`src/rtl/tcpu_pkg.sv`:
```
`timescale 1ns/1ps
package tcpu_pkg;
  localparam int DATA_W   = 8;
  localparam int ADDR_W   = 4;
  localparam int RING_LEN = 6;

  // timing-state positions in the ring
  localparam int ST_T1 = 0;
  localparam int ST_T2 = 1;
  localparam int ST_T3 = 2;
  localparam int ST_T4 = 3;
  localparam int ST_T5 = 4;
  localparam int ST_T6 = 5;

  localparam logic [3:0] OP_LDA = 4'h0;
  localparam logic [3:0] OP_ADD = 4'h1;
  localparam logic [3:0] OP_SUB = 4'h2;
  localparam logic [3:0] OP_OUT = 4'hE;
  localparam logic [3:0] OP_HLT = 4'hF;

  // 12-bit flat control word
  typedef struct packed {
    logic pcInc;
    logic pcOut;
    logic marLoad;
    logic memRead;
    logic irLoad;
    logic irOut;
    logic accLoad;
    logic accOut;
    logic aluSub;
    logic aluOut;
    logic bLoad;
    logic outLoad;
  } ctrl_t;
endpackage

```
`src/rtl/tcpu_addsub.sv`:
```
`timescale 1ns/1ps
module tcpu_addsub #(
  parameter int W = 8
) (
  input  logic [W-1:0] opA,
  input  logic [W-1:0] opB,
  input  logic         doSub,
  output logic [W-1:0] result
);
  logic [W-1:0] carry;
  assign carry[0] = doSub;

  for (genvar i = 0; i < W; i++) begin : g_bit
    logic bInv;
    assign bInv      = opB[i] ^ doSub;
    assign result[i] = opA[i] ^ bInv ^ carry[i];
    if (i < W - 1) begin : g_carry
      assign carry[i+1] = (opA[i] & bInv) | (carry[i] & (opA[i] ^ bInv));
    end
  end
endmodule

```
`src/rtl/tcpu_datapath.sv`:
```
`timescale 1ns/1ps
module tcpu_datapath
  import tcpu_pkg::*;
#(
  parameter int DATA_W = tcpu_pkg::DATA_W,
  parameter int ADDR_W = tcpu_pkg::ADDR_W
) (
  input  logic                     clk,
  input  logic                     rstN,
  input  logic                     runMode,
  input  ctrl_t                    ctrl,
  input  logic [ADDR_W-1:0]        addrSw,
  input  logic [DATA_W-1:0]        dataSw,
  input  logic                     writeStrobe,
  output logic [DATA_W-ADDR_W-1:0] opcode,
  output logic [DATA_W-1:0]        outQ
);
  localparam int DEPTH = 1 << ADDR_W;
  localparam int PAD_W = DATA_W - ADDR_W;

  logic [ADDR_W-1:0] pcQ;
  logic [ADDR_W-1:0] marQ;
  logic [DATA_W-1:0] irQ;
  logic [DATA_W-1:0] accQ;
  logic [DATA_W-1:0] bQ;
  logic [DATA_W-1:0] mem [DEPTH];
  logic [ADDR_W-1:0] memAddr;
  logic [DATA_W-1:0] memWord;
  logic [DATA_W-1:0] aluRes;
  logic [DATA_W-1:0] busVal;

  // dual address source: sequencer path in run, switches in program
  assign memAddr = runMode ? marQ : addrSw;
  assign memWord = mem[memAddr];

  tcpu_addsub #(.W(DATA_W)) u_alu (
    .opA   (accQ),
    .opB   (bQ),
    .doSub (ctrl.aluSub),
    .result(aluRes)
  );

  // shared bus as OR of gated sources
  always_comb begin
    busVal = '0;
    if (ctrl.pcOut)   busVal = busVal | {{PAD_W{1'b0}}, pcQ};
    if (ctrl.memRead) busVal = busVal | memWord;
    if (ctrl.irOut)   busVal = busVal | {{PAD_W{1'b0}}, irQ[ADDR_W-1:0]};
    if (ctrl.accOut)  busVal = busVal | accQ;
    if (ctrl.aluOut)  busVal = busVal | aluRes;
  end

  always_ff @(posedge clk or negedge rstN) begin
    if (!rstN) begin
      pcQ  <= '0;
      marQ <= '0;
      irQ  <= '0;
      accQ <= '0;
      bQ   <= '0;
      outQ <= '0;
    end else begin
      if (!runMode)         pcQ <= '0;
      else if (ctrl.pcInc)  pcQ <= pcQ + 1'b1;
      if (ctrl.marLoad)     marQ <= busVal[ADDR_W-1:0];
      if (ctrl.irLoad)      irQ  <= busVal;
      if (ctrl.accLoad)     accQ <= busVal;
      if (ctrl.bLoad)       bQ   <= busVal;
      if (ctrl.outLoad)     outQ <= busVal;
    end
  end

  always_ff @(posedge clk) begin
    if (writeStrobe && !runMode) mem[addrSw] <= dataSw;
  end

  assign opcode = irQ[DATA_W-1:ADDR_W];
endmodule

```
`src/rtl/tcpu_control.sv`:
```
`timescale 1ns/1ps
module tcpu_control
  import tcpu_pkg::*;
#(
  parameter int RING_LEN = tcpu_pkg::RING_LEN,
  parameter int OPC_W    = 4
) (
  input  logic                clk,
  input  logic                rstN,
  input  logic                runMode,
  input  logic [OPC_W-1:0]    opcode,
  output ctrl_t               ctrl,
  output logic [RING_LEN-1:0] ring,
  output logic                halted
);
  logic haltNow;

  always_comb begin
    ctrl    = '0;
    haltNow = 1'b0;
    if (runMode && !halted) begin
      if (ring[ST_T1]) begin
        ctrl.pcOut   = 1'b1;
        ctrl.marLoad = 1'b1;
      end
      if (ring[ST_T2]) ctrl.pcInc = 1'b1;
      if (ring[ST_T3]) begin
        ctrl.memRead = 1'b1;
        ctrl.irLoad  = 1'b1;
      end
      if (ring[ST_T4]) begin
        case (opcode)
          OP_LDA, OP_ADD, OP_SUB: begin
            ctrl.irOut   = 1'b1;
            ctrl.marLoad = 1'b1;
          end
          OP_OUT: begin
            ctrl.accOut  = 1'b1;
            ctrl.outLoad = 1'b1;
          end
          OP_HLT:  haltNow = 1'b1;
          default: ;
        endcase
      end
      if (ring[ST_T5]) begin
        case (opcode)
          OP_LDA: begin
            ctrl.memRead = 1'b1;
            ctrl.accLoad = 1'b1;
          end
          OP_ADD, OP_SUB: begin
            ctrl.memRead = 1'b1;
            ctrl.bLoad   = 1'b1;
          end
          default: ;
        endcase
      end
      if (ring[ST_T6]) begin
        case (opcode)
          OP_ADD: begin
            ctrl.aluOut  = 1'b1;
            ctrl.accLoad = 1'b1;
          end
          OP_SUB: begin
            ctrl.aluOut  = 1'b1;
            ctrl.aluSub  = 1'b1;
            ctrl.accLoad = 1'b1;
          end
          default: ;
        endcase
      end
    end
  end

  always_ff @(posedge clk or negedge rstN) begin
    if (!rstN) begin
      ring   <= RING_LEN'(1);
      halted <= 1'b0;
    end else begin
      if (!runMode)
        ring <= RING_LEN'(1);
      else if (!halted && !haltNow)
        ring <= {ring[RING_LEN-2:0], ring[RING_LEN-1]};
      halted <= halted | haltNow;
    end
  end
endmodule

```
`src/rtl/tcpu_top.sv`:
```
`timescale 1ns/1ps
module tcpu_top
  import tcpu_pkg::*;
#(
  parameter int DATA_W = tcpu_pkg::DATA_W,
  parameter int ADDR_W = tcpu_pkg::ADDR_W
) (
  input  logic              clk,
  input  logic              rstN,
  input  logic              runMode,
  input  logic [ADDR_W-1:0] addrSw,
  input  logic [DATA_W-1:0] dataSw,
  input  logic              writeStrobe,
  output logic [DATA_W-1:0] leds,
  output logic              halted
);
  localparam int OPC_W    = DATA_W - ADDR_W;
  localparam int RING_LEN = tcpu_pkg::RING_LEN;

  ctrl_t               ctrlWord;
  logic [OPC_W-1:0]    opcode;
  logic [RING_LEN-1:0] ringState;

  tcpu_control #(.RING_LEN(RING_LEN), .OPC_W(OPC_W)) u_ctrl (
    .clk    (clk),
    .rstN   (rstN),
    .runMode(runMode),
    .opcode (opcode),
    .ctrl   (ctrlWord),
    .ring   (ringState),
    .halted (halted)
  );

  tcpu_datapath #(.DATA_W(DATA_W), .ADDR_W(ADDR_W)) u_dp (
    .clk        (clk),
    .rstN       (rstN),
    .runMode    (runMode),
    .ctrl       (ctrlWord),
    .addrSw     (addrSw),
    .dataSw     (dataSw),
    .writeStrobe(writeStrobe),
    .opcode     (opcode),
    .outQ       (leds)
  );
endmodule

```
`config.mk`:
```
export PLATFORM = sky130hd
export DESIGN_NAME = tcpu_top
export DESIGN_NICKNAME = d
export VERILOG_FILES = /design/src/rtl/tcpu_pkg.sv /design/src/rtl/tcpu_addsub.sv /design/src/rtl/tcpu_datapath.sv /design/src/rtl/tcpu_control.sv /design/src/rtl/tcpu_top.sv
export SDC_FILE = /design/constraint.sdc
export NUM_CORES = 1
export LEC_CHECK = 0
export BUFFER_PORTS_ARGS = -buffer_cell sky130_fd_sc_hd__clkbuf_2
export CORE_MARGIN = 8
export CORE_UTILIZATION = 45
export DETAILED_ROUTE_END_ITERATION = 16
export PLACE_DENSITY_LB_ADDON = 0.2
export SETUP_SLACK_MARGIN = 0.4
export SKIP_CTS_REPAIR_TIMING = 1
export SLEW_MARGIN = 20
export SYNTH_ARGS = -nofsm -noshare
export SYNTH_HDL_FRONTEND = slang
export SYNTH_SLANG_ARGS = --single-unit
```
`constraint.sdc`:
```
create_clock -name clk -period 11.8 [get_ports clk]
set_input_delay 1.77 -clock clk [delete_from_list [all_inputs] [get_ports clk]]
set_output_delay 1.77 -clock clk [all_outputs]
set_load 0.005 [all_outputs]
```
==> After elaboration in Yosys (flattened, before gate mapping) <==
Memories as Yosys holds them, arrays and structs flattened.
Cells that the tools add are included.
{ "totals": {"memories": 1, "elab_cells": 110, "input_bits": 16, "ram_bits": 128, "regBits": 47, "out_inout_bits": 9} }
{ "mem_list": {"columns": ["name", "words", "width", "rd", "rd_ports_with_merged_regs", "write_ports", "line", "text"], "rows": [
  ["u_dp.mem", 16, 8, 1, 0, 1, "tcpu_datapath.sv:26", "logic [DATA_W-1:0] mem [DEPTH];"]
]} }
{ "op_classes": {"bitwise": 50, "n_mux": 35, "n_eq_ne": 6, "n_addsub": 1, "n_reduce_logical": 9} }
{ "op_table": {"columns": ["operator", "n"], "rows": [
  ["two-way mux 8 bit", 4],
  ["OR 8 bit", 3],
  ["bitwise XOR 1 bit", 24],
  ["two-way mux 1 bit", 21],
  ["two-way mux 4 bit", 4],
  ["AND 1 bit", 14],
  ["two-way mux 12 bit", 1],
  ["two-way mux 6 bit", 2],
  ["equality test 4 bit (second input constant)", 2],
  ["OR 1 bit", 8],
  ["OR 8 x 4 -> 8 bit", 1],
  ["two-way mux 2 bit", 3],
  ["adder 4 x 1 -> 4 bit (second input constant)", 1],
  ["equality test 4 x 1 -> 1 bit (second input constant)", 1],
  ["equality test 4 x 2 -> 1 bit (second input constant)", 1],
  ["logical NOT 4 bit", 1],
  ["inequality test 2 x 1 -> 1 bit (second input constant)", 2],
  ["logical AND 1 bit", 3],
  ["logical NOT 1 bit", 3],
  ["OR reduction 3 bit", 1],
  ["OR reduction 2 bit", 1]
]} }

==> Depth between registers and ports, before layout <==
Gate-level depths: netlist of the first run.
{ "depth": {"word_depth": 25, "depth_mapped": 18, "depth_no_buf": 16} }

==> By module <==
From an unflattened synthesis of the first run, not the netlist that was laid out.
{ "unflattened": {"cells_unflattened": 760, "hier_area_um2": 8500.7} }
{ "modules_own_cells": {"columns": ["module", "area_per_inst_um2", "seq_area_each_um2", "cells_each", "n_inst"], "rows": [
  ["tcpu_datapath", 7742.4, 4844.6, 679, 1],
  ["tcpu_control", 479.2, 176.4, 52, 1],
  ["tcpu_addsub", 279.0, 0.0, 29, 1]
]} }

==> Worst setup path after synthesis of the first run <==
OpenSTA, ideal clock, no wires.
{ "synth_timing": {"kind": "input to register", "from": "input runMode", "to": "register u_dp.accQ[7]", "required_time_ns": 11.663, "path_slack_ns": 5.937, "n_path_buf": 2, "arrival_time_ns": 5.725, "cell_stages": 18, "setup_time_ns": 0.137, "path_cell_list": "buf_4 nor4b_4 and2_1 buf_2 mux2i_1 fa_1 fa_1 fa_1 inv_1 fa_1 inv_1 fa_1 fa_1 xor2_1 xnor2_1 o21ai_0 a211oi_2 a21oi_1"} }
{ "synth_between": {"elab_chain_cells": 21, "word_cells_on_any_way": 50, "cone_classes": "mux: 6; bitwise: 42; reduce/logical: 1; memory: 1"} }
{ "synth_rtl": {"columns": ["element", "line", "text"], "rows": [
  ["start, declared", "tcpu_top.sv:10", "input logic runMode,"],
  ["logical AND 1 bit", "tcpu_control.sv:21", "if (runMode && !halted) begin"],
  ["two-way mux 12 bit", "tcpu_control.sv:21", null],
  ["bitwise XOR 1 bit", "tcpu_addsub.sv:15", "assign bInv = opB[i] ^ doSub;"],
  ["bitwise XOR 1 bit", "tcpu_addsub.sv:18", "assign carry[i+1] = (opA[i] & bInv) | (carry[i] & (opA[i] ^ bInv));"],
  ["AND 1 bit", "tcpu_addsub.sv:18", null],
  ["OR 1 bit", "tcpu_addsub.sv:18", null],
  ["AND 1 bit", "tcpu_addsub.sv:18", null],
  ["OR 1 bit", "tcpu_addsub.sv:18", null],
  ["[5 not listed]", null, null],
  ["OR 1 bit", "tcpu_addsub.sv:18", null],
  ["AND 1 bit", "tcpu_addsub.sv:18", null],
  ["OR 1 bit", "tcpu_addsub.sv:18", null],
  ["AND 1 bit", "tcpu_addsub.sv:18", null],
  ["OR 1 bit", "tcpu_addsub.sv:18", null],
  ["bitwise XOR 1 bit", "tcpu_addsub.sv:16", "assign result[i] = opA[i] ^ bInv ^ carry[i];"],
  ["OR 8 bit", "tcpu_datapath.sv:50", "if (ctrl.aluOut) busVal = busVal | aluRes;"],
  ["two-way mux 8 bit", "tcpu_datapath.sv:50", null],
  ["end signal, assigned", "tcpu_datapath.sv:66", "if (ctrl.accLoad) accQ <= busVal;"],
  ["end, declared", "tcpu_datapath.sv:24", "logic [DATA_W-1:0] accQ;"]
]} }
Several ways; a longest one is shown, not always the timed one.
A chain may end at the register's enable or synchronous reset.

==> Final worst setup path of the first run <==
Ends and elaborated chain as after synthesis.

==> results of run 1 <==
==> flip-flops by register name, indices dropped and copies added (netlist names) <==
signal         flops
u_dp.mem         128
u_dp.irQ           8
u_ctrl.ring        6
u_dp.bQ            8
u_dp.pcQ           4
u_dp.accQ          8
u_dp.marQ          4
u_dp.outQ          8
u_ctrl.halted      1
==> placed cells by master (no fill, tap or decap), drive strengths merged, types with 3 or more instances in the layout <==
cell type	instances
o21bai	14
inv	31
nor4	6
mux2i	9
fa	6
o21ai	42
nand4	4
o32ai	9
clkinv	4
nor2b	17
dfrtp	46
clkbuf	41
nor2	71
nand3	5
a21oi	26
o22ai	12
and2	3
buf	8
a2111oi	6
o211ai	9
a31oi	14
nand2b	25
o221ai	3
and3	5
a22oi	5
xor2	6
nand2	43
edfxtp	128
mux4	12
mux2	4
xnor2	7
a211oi	21
a222oi	5
nor3	17
==> worst min-delay path: stages, from the launching register on <==
cell,delay (ns)
sky130_fd_sc_hd__dfrtp_1,0.36
sky130_fd_sc_hd__nand2_1,0.05
sky130_fd_sc_hd__o21ai_0,0.06
==> metrics by stage <==
step / hold slack (ns) / utilization / std cells / area (µm²) / total power, µW
final: 0.503 / 0.511 / 927 / 9180 / 1530
after global routing: 0.546 / 0.511 / 927 / 9180 / 1580
after CTS: 0.513 / 0.510 / 927 / 9170 / 1540
after detailed placement: 0.497 / 0.475 / 895 / 8530 / 937
after global placement: 0.476 / 0.475 / 895 / 8530 / 929
after floorplan: 0.450 / - / 676 / 8250 / 873
==> power by group through the flow <==
stage                     Clock, µW  Combinational (µW)  Sequential [µW]
after floorplan                   0                 149              724
after global placement            0                 188              740
after detailed placement          0                 196              741
after CTS                       613                 196              728
after global routing            636                 216              733
final                           602                 197              729
==> routing by layer <==
| metal | global-route usage | wire [µm] | up-vias |
|---|---|---|---|
| met4 | 0.0955 | 808 | 0 |
| met3 | 0.0463 | 1610 | 54 |
| met2 | 0.308 | 10100 | 254 |
| li1 | - | - | 2584 |
| met5 | 0 | 0 | - |
| met1 | 0.247 | 9000 | 2799 |
==> worst max path at each step <==
stage	slack (ns)	start	to	cells after the start
floorplan	5.94	runMode	u_dp.accQ[7]$_DFFE_PN0P_	18
global placement	5.04	runMode	u_dp.accQ[7]$_DFFE_PN0P_	18
detailed placement	4.91	runMode	u_dp.irQ[7]$_DFFE_PN0P_	18
CTS	5.35	runMode	u_dp.accQ[7]$_DFFE_PN0P_	18
global route	5.09	runMode	u_dp.accQ[7]$_DFFE_PN0P_	18
finish	5.36	runMode	u_dp.accQ[7]$_DFFE_PN0P_	18
==> area by class of cell <==
cell class                      instances  area [µm²]  area share
Tap cell                              229         287      0.0312
Sequential cell                       175        5020       0.547
Multi-Input combinational cell        437        2970       0.324
Clock buffer                           17         425      0.0464
Timing Repair Buffer                   32         180      0.0196
Clock inverter                         15         209      0.0228
Inverter                               22        82.6     0.00900
==> cells by family after synthesis <==
logic type	Yosys count
multiplexers	25
XOR/XNOR	13
AND/OR/NAND/NOR	209
AO/OA/AOI/OAI	183
buffers and inverters	64
flip-flops	175
adder cells (fa/ha/maj)	7
==> parameters.txt, run 1 <==
Parameter                              Value

Yosys
  Seq/Total Area, Yosys ... 0.609
  Number of distinct library cells after synthesis ... 66
  Synthesized flop and latch total ... 175
  Basic-gate share of the synthesized area counting and, or, nand and nor cells ... 0.127
  Area contributors post-synth ... sky130_fd_sc_hd__edfxtp_1 47%, sky130_fd_sc_hd__dfrtp_1 14%, sky130_fd_sc_hd__mux4_2 3.3%
  Most frequent cells after synthesis ... 128 x sky130_fd_sc_hd__edfxtp_1, 71 x sky130_fd_sc_hd__nor2_1, 46 x sky130_fd_sc_hd__dfrtp_1
  Average instance area after synthesis ... roughly 12 µm²
  Cell taking the most area after synthesis ... sky130_fd_sc_hd__edfxtp_1
  Proportion of synthesized area in mux cells ... 0.0496
  Share of the synthesized area in the top cell type ... 0.466
  Post-Synthesis Cells ... 676
  Count leader, synth ... sky130_fd_sc_hd__edfxtp_1
  Share of synthesized cell area in full adder, half adder and majority cells ... 0.0161
  Synthesized Nets ... roughly 700
  Flip-flop cell with the highest count after synthesis ... sky130_fd_sc_hd__edfxtp_1
  Post-synthesis instance area ... between 8000 and 9000 µm²
  Combinational family with the most area after synthesis ... compound AO/OA/AOI/OAI gates
  Yosys warning count ... 0
  Post-synthesis async set-or-reset flop share ... 0.269
  XOR/XNOR Fraction of Synth Area ... 0.0138
  Number of flops mapped to enable cells by yosys ... approximately 130
  Compound-gate portion of the synthesized area ... 0.151

Power
  Clock network power share ... 0.394
  Power Internal ... 1100 µW
  Maximum resistive drop on vdd ... 0.118 mV
  Proportion of total power due to net switching ... 0.282
  Lkg Pwr ... between 0.003 and 0.004 µW
  Power per unit of standard cell area ... approximately 170 nW/µm²
  Sequential fraction of design power ... 0.477
  Switching component of the power ... 431 µW
  Share of power burned in combinational logic ... 0.129

Placement
  Placement Setup Slack ... between 4 and 5 ns
  Global placement routability congestion ... approximately 0.84
  Port Buf Inserts ... 24
  HPWL after detailed placement ... 14.2 mm

Floorplanning
  Total Die Area ... ~23,000 µm²
  Core region area ... 18,000 µm²
  Num ports ... 25
  Initial Util ... 0.459
  Number of standard-cell rows in the floorplan ... 49
  Horiz. Die Dim ... ~150 µm
  Die outline height ... about 150 µm

Worst setup path
  Critical path fanouts, max ... 57
  R2r worst-path depth ... 16
  Dominant delay contributor by cell family on the critical path ... adder cells
  CP Launch Type ... primary input
  Critical Path Max Stage Delay ... roughly 0.50 ns
  Data required time of the worst path ... approximately 12 ns
  RR Endpoint ... u_dp.accQ[7]$_DFFE_PN0P_
  Type of destination of the critical path ... flop
  Sequence of cells on the critical path ... clkbuf_2 -> buf_4 -> nor4b_4 -> and2_1 -> mux2i_1 -> fa_1 -> fa_1 -> fa_1 -> inv_1 -> fa_1 -> inv_1 -> fa_1 -> fa_1 -> xor2_1 -> xnor2_1 -> o21ai_0 -> a211oi_2 -> a21oi_1
  RR Startpoint ... u_dp.irQ[7]$_DFFE_PN0P_
  Critical-path top delay cell ... sky130_fd_sc_hd__buf_4
  Cell type with the highest occurrence count on the critical path ... sky130_fd_sc_hd__fa_1
  R2r setup slk ... between 6 and 7 ns
  Number of buffer and inverter stages on the critical path ... 4
  Critical path arrival ... just under 7 ns
  Worst setup path class ... in -> reg

Worst hold path
  Count of cells along the worst hold path ... 2
  Hold path startpoint ... u_dp.irQ[1]$_DFFE_PN0P_
  End point of the most critical hold path ... u_dp.irQ[1]$_DFFE_PN0P_
  Min-delay worst type ... reg -> reg

STA
  Post-route clock period utilization ... 0.545
  Final count of negative-setup-slack endpoints ... 0
  Final WS setup ... about 5.4 ns
  Transition at the pin with the smallest max-transition slack ... 1.12 ns
  RSZ-0062 raised after global routing ... no
  Final Skew ... between 0.01 and 0.015 ns
  Total count of max-transition violations in the final report ... 0
  Final Hold Vio Count ... 0
  Maximum operating frequency ... about 0.16 GHz
  Fin crit period ... 6.44 ns
  Max transition margin ... 0.252
  Total Neg Setup Slack ... 0 ns

Global routing
  Overall fraction of global-route tracks in use ... 0.195
  Number of global-route vias before repair ... between 5k and 6k
  Wire length of the first global-routing pass ... approximately 33 mm
  Number of antenna violations at the first check in global routing ... 0
  Total congestion overflow after global routing ... 0
  Pin count of the biggest net entering global routing ... 58

Clock tree
  Clock Tree Root ... sky130_fd_sc_hd__clkbuf_16
  Number of clock sinks ... around 180
  Clock latency on the worst-skew pair ... ~0.44 ns
  Buffer depth of the longest clock path ... 2
  CTS clk-pin slew, worst paths ... around 0.070 ns
  CTS Buf Count ... 17
  H-tree depth ... 4
  CTS tree ... done

Run status
  Outcome ... complete, no violations

Route
  Total via count in the routed design ... 5,691
  Iteration-0 DRC Markers ... about 570
  Number of antenna-violating nets in the routed design ... 0
  Via/cell ratio ... roughly 6
  Post-DR wirelength/cell ... roughly 23 µm
  Detailed Routing Iterations Pass 1 ... 5
  WL final ... 21.5 mm
  DRC Markers ... 0

Finish
  Count of inserted antenna diode cells ... 0
  Share of layout cells above drive strength 1 ... 0.139
  Growth of design area from synthesis to finish ... 11.2%
  Number of filler cells placed in the layout ... approximately 1.5k
  Number of nets in the final layout ... 708

Run
  Number of max-cap violations ... 0
Power figures use the tool's default switching activity.
==> run 2: changes to the inputs <==
--- a/config.mk
+++ b/config.mk
@@ -5,6 +5,7 @@
 export SDC_FILE = /design/constraint.sdc
 export NUM_CORES = 1
 export LEC_CHECK = 0
+export ABC_AREA = 1
 export BUFFER_PORTS_ARGS = -buffer_cell sky130_fd_sc_hd__clkbuf_2
 export CORE_MARGIN = 8
 export CORE_UTILIZATION = 45
==> constraint.sdc (replaced) <==
create_clock -name clk -period 6.55 [get_ports clk]
set_input_delay 0.9825 -clock clk [delete_from_list [all_inputs] [get_ports clk]]
set_output_delay 0.9825 -clock clk [all_outputs]
set_load 0.005 [all_outputs]
==> run 2 against run 1 <==
Non-clock buffer count down 6. Wire length shrank 14%. Sequential cell count unchanged. First-iteration DRC count fell by 28%. Clock power up 81%. Critical endpoint unchanged. Largest power group unchanged.
==> parameters.txt, run 2 <==
Parameter                              Value

Run status
  Outcome ... complete, no violations (unchanged)

Worst setup path
  Sequence of cells on the critical path ... clkbuf_2 -> inv_8 -> nor2_8 -> inv_4 -> nor2_8 -> nand3_4 -> nor2_1 -> a21oi_1 -> fa_1 -> fa_1 -> fa_1 -> inv_1 -> fa_1 -> inv_1 -> fa_1 -> fa_1 -> xnor2_1 -> nand2_1 -> nand2_1 -> o21a_1 -> nand2_1 -> nand2_1 -> nand2_1 (was clkbuf_2 -> buf_4 -> nor4b_4 -> and2_1 -> mux2i_1 -> fa_1 -> fa_1 -> fa_1 -> inv_1 -> fa_1 -> inv_1 -> fa_1 -> fa_1 -> xor2_1 -> xnor2_1 -> o21ai_0 -> a211oi_2 -> a21oi_1)
  CP Launch Type ... primary input (unchanged)
  Number of buffer and inverter stages on the critical path ... 5 (was 4)
  Critical-path top delay cell ... sky130_fd_sc_hd__fa_1 (was sky130_fd_sc_hd__buf_4)
  R2r worst-path depth ... 21 (was 16)
  RR Endpoint ... u_dp.accQ[7]$_DFFE_PN0P_ (unchanged)
  R2r setup slk ... 2.26 ns (was 6.91 ns)
  RR Startpoint ... u_ctrl.halted$_DFF_PN0_ (was u_dp.irQ[7]$_DFFE_PN0P_)
  Data required time of the worst path ... 6.87 ns (was 12.10 ns)
  Critical path arrival ... 5.06 ns (was 6.73 ns)
  Critical Path Max Stage Delay ... 0.42 ns (was 0.50 ns)
  Cell type with the highest occurrence count on the critical path ... sky130_fd_sc_hd__fa_1 (unchanged)
  Worst setup path class ... in -> reg (unchanged)
  Type of destination of the critical path ... flop (unchanged)
  Critical path fanouts, max ... 10 (was 57)
  Dominant delay contributor by cell family on the critical path ... adder cells (unchanged)

Finish
  Leading cell type in the layout, fill and taps excluded ... sky130_fd_sc_hd__nand2_1 (was sky130_fd_sc_hd__edfxtp_1)
  Most frequent cells in the layout ... 244 x sky130_fd_sc_hd__nand2_1, 146 x sky130_fd_sc_hd__nand3_1, 128 x sky130_fd_sc_hd__edfxtp_1, 106 x sky130_fd_sc_hd__inv_1, 46 x sky130_fd_sc_hd__dfrtp_1 (was 128 x sky130_fd_sc_hd__edfxtp_1, 66 x sky130_fd_sc_hd__nor2_1, 46 x sky130_fd_sc_hd__dfrtp_1, 41 x sky130_fd_sc_hd__nand2_1, 39 x sky130_fd_sc_hd__o21ai_0)
  Number of flip-flops under the largest register name ... 128 (unchanged)
  Number of filler cells placed in the layout ... 1,603 (was 1,519)
  Count of inserted antenna diode cells ... 0 (unchanged)
  Share of layout cells above drive strength 1 ... 0.114 (was 0.139)
  Register area ... 5020 µm² (unchanged)
  Util after Layout ... 0.505 (was 0.511)
  Register with the highest flop count ... u_dp.mem (unchanged)
  Number of nets in the final layout ... 867 (was 708)
  Area of the multi-input gates ... 2510 µm² (was 2970 µm²)
  Growth of design area from synthesis to finish ... 11.0% (was 11.2%)

Yosys
  Post-synthesis async set-or-reset flop share ... 0.269 (unchanged)
  Post-Synthesis Cells ... 823 (was 676)
  Basic-gate share of the synthesized area counting and, or, nand and nor cells ... 0.263 (was 0.127)
  Number of flops mapped to enable cells by yosys ... 128 (unchanged)
  Average instance area after synthesis ... 9.87 µm² (was 12.2 µm²)
  Yosys warning count ... 0 (unchanged)
  Share of synthesized cell area in full adder, half adder and majority cells ... 0.0163 (was 0.0161)
  Number of distinct library cells after synthesis ... 37 (was 66)
  Cell taking the most area after synthesis ... sky130_fd_sc_hd__edfxtp_1 (unchanged)
  Most frequent cells after synthesis ... 244 x sky130_fd_sc_hd__nand2_1, 146 x sky130_fd_sc_hd__nand3_1, 128 x sky130_fd_sc_hd__edfxtp_1 (was 128 x sky130_fd_sc_hd__edfxtp_1, 71 x sky130_fd_sc_hd__nor2_1, 46 x sky130_fd_sc_hd__dfrtp_1)
  Share of the synthesized area in the top cell type ... 0.473 (was 0.466)
  Proportion of synthesized area in mux cells ... 0 (was 0.0496)
  XOR/XNOR Fraction of Synth Area ... 0.0108 (was 0.0138)
  Flip-flop cell with the highest count after synthesis ... sky130_fd_sc_hd__edfxtp_1 (unchanged)
  Compound-gate portion of the synthesized area ... 0.0179 (was 0.151)
  Count leader, synth ... sky130_fd_sc_hd__nand2_1 (was sky130_fd_sc_hd__edfxtp_1)
  Area contributors post-synth ... sky130_fd_sc_hd__edfxtp_1 47%, sky130_fd_sc_hd__dfrtp_1 14%, sky130_fd_sc_hd__nand2_1 11% (was sky130_fd_sc_hd__edfxtp_1 47%, sky130_fd_sc_hd__dfrtp_1 14%, sky130_fd_sc_hd__mux4_2 3.3%)
  Seq/Total Area, Yosys ... 0.618 (was 0.609)
  Combinational family with the most area after synthesis ... simple AND/OR/NAND/NOR gates (was compound AO/OA/AOI/OAI gates)
  Synthesized Nets ... 846 (was 699)
  Synthesized flop and latch total ... 175 (unchanged)
  Post-synthesis instance area ... 8120 µm² (was 8250 µm²)

Route
  DRC Markers ... 0 (unchanged)
  Post-DR wirelength/cell ... 17.1 µm (was 23.2 µm)
  Number of antenna-violating nets in the routed design ... 0 (unchanged)
  Via/cell ratio ... 5.07 (was 6.14)
  Detailed Routing Iterations Pass 1 ... 5 (unchanged)
  WL final ... 18.6 mm (was 21.5 mm)
  Iteration-0 DRC Markers ... 409 (was 565)
  Total via count in the routed design ... 5,509 (was 5,691)

Clock tree
  Clock Tree Root ... sky130_fd_sc_hd__clkbuf_16 (unchanged)
  CTS tree ... done (unchanged)
  CTS clk-pin slew, worst paths ... 0.07 ns (about the same)
  Clock latency on the worst-skew pair ... 0.44 ns (about the same)
  Number of clock sinks ... 175 (unchanged)
  CTS Buf Count ... 17 (unchanged)
  H-tree depth ... 4 (unchanged)
  Buffer depth of the longest clock path ... 2 (unchanged)

STA
  Final Hold Vio Count ... 0 (unchanged)
  Final Skew ... 0.0135 ns (was 0.0121 ns)
  Max transition margin ... 0.328 (was 0.252)
  Total count of max-transition violations in the final report ... 0 (unchanged)
  Post-route clock period utilization ... 0.724
  Total Neg Setup Slack ... 0 ns (unchanged)
  RSZ-0062 raised after global routing ... no (unchanged)
  Fin crit period ... 4.74 ns
  Tightest hold margin ... 0.482 ns (was 0.503 ns)
  Final WS setup ... 1.81 ns (was 5.36 ns)
  Final count of negative-setup-slack endpoints ... 0 (unchanged)
  Maximum operating frequency ... about 0.21 GHz
  Transition at the pin with the smallest max-transition slack ... 1.00 ns (was 1.12 ns)

Floorplanning
  Number of standard-cell rows in the floorplan ... 49 (unchanged)
  Num ports ... 25 (unchanged)
  Core region area ... 17,800 µm² (was 18,000 µm²)
  Die outline height ... 150 µm (was 151 µm)
  Initial Util ... 0.455 (was 0.459)
  Horiz. Die Dim ... 150 µm (was 151 µm)
  Total Die Area ... 22,600 µm² (was 22,900 µm²)

Global routing
  Wire length of the first global-routing pass ... 29.5 mm (was 33.0 mm)
  Overall fraction of global-route tracks in use ... 0.174 (was 0.195)
  Total congestion overflow after global routing ... 0 (unchanged)
  Pin count of the biggest net entering global routing ... 61 (was 58)
  Number of global-route vias before repair ... 5,389 (was 5,689)
  Number of antenna violations at the first check in global routing ... 0 (unchanged)

Placement
  HPWL after detailed placement ... 12.0 mm (was 14.2 mm)
  Placement Setup Slack ... 1.34 ns (was 4.91 ns)
  Port Buf Inserts ... 24 (unchanged)
  Global placement routability congestion ... 0.816 (was 0.836)

Worst hold path
  End point of the most critical hold path ... u_dp.outQ[6]$_DFFE_PN0P_ (was u_dp.irQ[1]$_DFFE_PN0P_)
  Min-delay worst type ... reg -> reg (unchanged)
  Hold path startpoint ... u_dp.outQ[6]$_DFFE_PN0P_ (was u_dp.irQ[1]$_DFFE_PN0P_)
  Count of cells along the worst hold path ... 2 (unchanged)

Run
  Number of max-cap violations ... 0 (unchanged)

Power
  Lkg Pwr ... 0.00392 µW (was 0.00324 µW)
  Power per unit of standard cell area ... 276 nW/µm² (was 167 nW/µm²)
  Maximum resistive drop on vdd ... 0.195 mV (was 0.118 mV)
-- run 2: cell count changes in the layout (fill, tap and decap cells not counted), sizes merged, moves of 17 or more --
| cell | previous run | this run |
|---|---|---|
| nand2 | 43 | 255 |
| nand3 | 5 | 148 |
| inv | 31 | 123 |
| o21ai | 42 | 7 |
| nand2b | 25 | 0 |
| nor2 | 71 | 48 |
| a211oi | 21 | 0 |
| a21oi | 26 | 5 |
| nor2b | 17 | 0 |
-- run 2: worst min-delay path: stages (launching register included) --
cell and delay, ns:
sky130_fd_sc_hd__dfrtp_1 0.34, sky130_fd_sc_hd__nand2_1 0.05, sky130_fd_sc_hd__nand2_1 0.05
-- run 2: worst max-delay path by stage --
stage / start / endpoint / slack, ns / cells after the start
floorplan: runMode / u_dp.outQ[7]$_DFFE_PN0P_ / 1.80 / 23
global placement: runMode / u_dp.accQ[7]$_DFFE_PN0P_ / 1.41 / 23
detailed placement: runMode / u_dp.accQ[7]$_DFFE_PN0P_ / 1.34 / 23
CTS: runMode / u_dp.accQ[7]$_DFFE_PN0P_ / 1.79 / 23
global route: runMode / u_dp.accQ[7]$_DFFE_PN0P_ / 1.49 / 23
finish: runMode / u_dp.accQ[7]$_DFFE_PN0P_ / 1.81 / 23
-- run 2: cell families after synthesis --
logic type	after synthesis
buffers and inverters	139
and+or+nand+nor	469
DFF	175
adders and majority gates	7
AOI/OAI and AO/OA	23
xor gates and xnor gates	10
-- run 2: routing by layer --
metal,vias to the layer above,GRT usage,share of wire
met2,141,0.284,0.49
met3,27,0.0337,0.051
met5,-,0,0
met4,0,0.0630,0.021
met1,2608,0.227,0.44
li1,2733,-,-
-- run 2: power breakdown --
part | switching (µW) | internal, µW | total [µW]
logic | 126 | 49.1 | 175
clock network | 469 | 617 | 1090
registers | 12.4 | 1210 | 1230
total | 607 | 1880 | 2490
-- run 2: cell type report --
class | instances | share of cell area
clock inverter | 14 | 0.0215
sequential | 175 | 0.557
multi-input combinational | 509 | 0.278
tap | 229 | 0.0318
inverter | 115 | 0.0490
timing repair buffer | 26 | 0.0150
clock buffer | 18 | 0.0476
-- run 2: stage by stage --
stage	total power, µW	instance area (µm²)	std cells
floorplan	1370	8120	823
global placement	1420	8390	1054
detailed placement	1430	8390	1054
CTS	2500	9020	1086
global route	2560	9020	1086
finish	2490	9020	1086
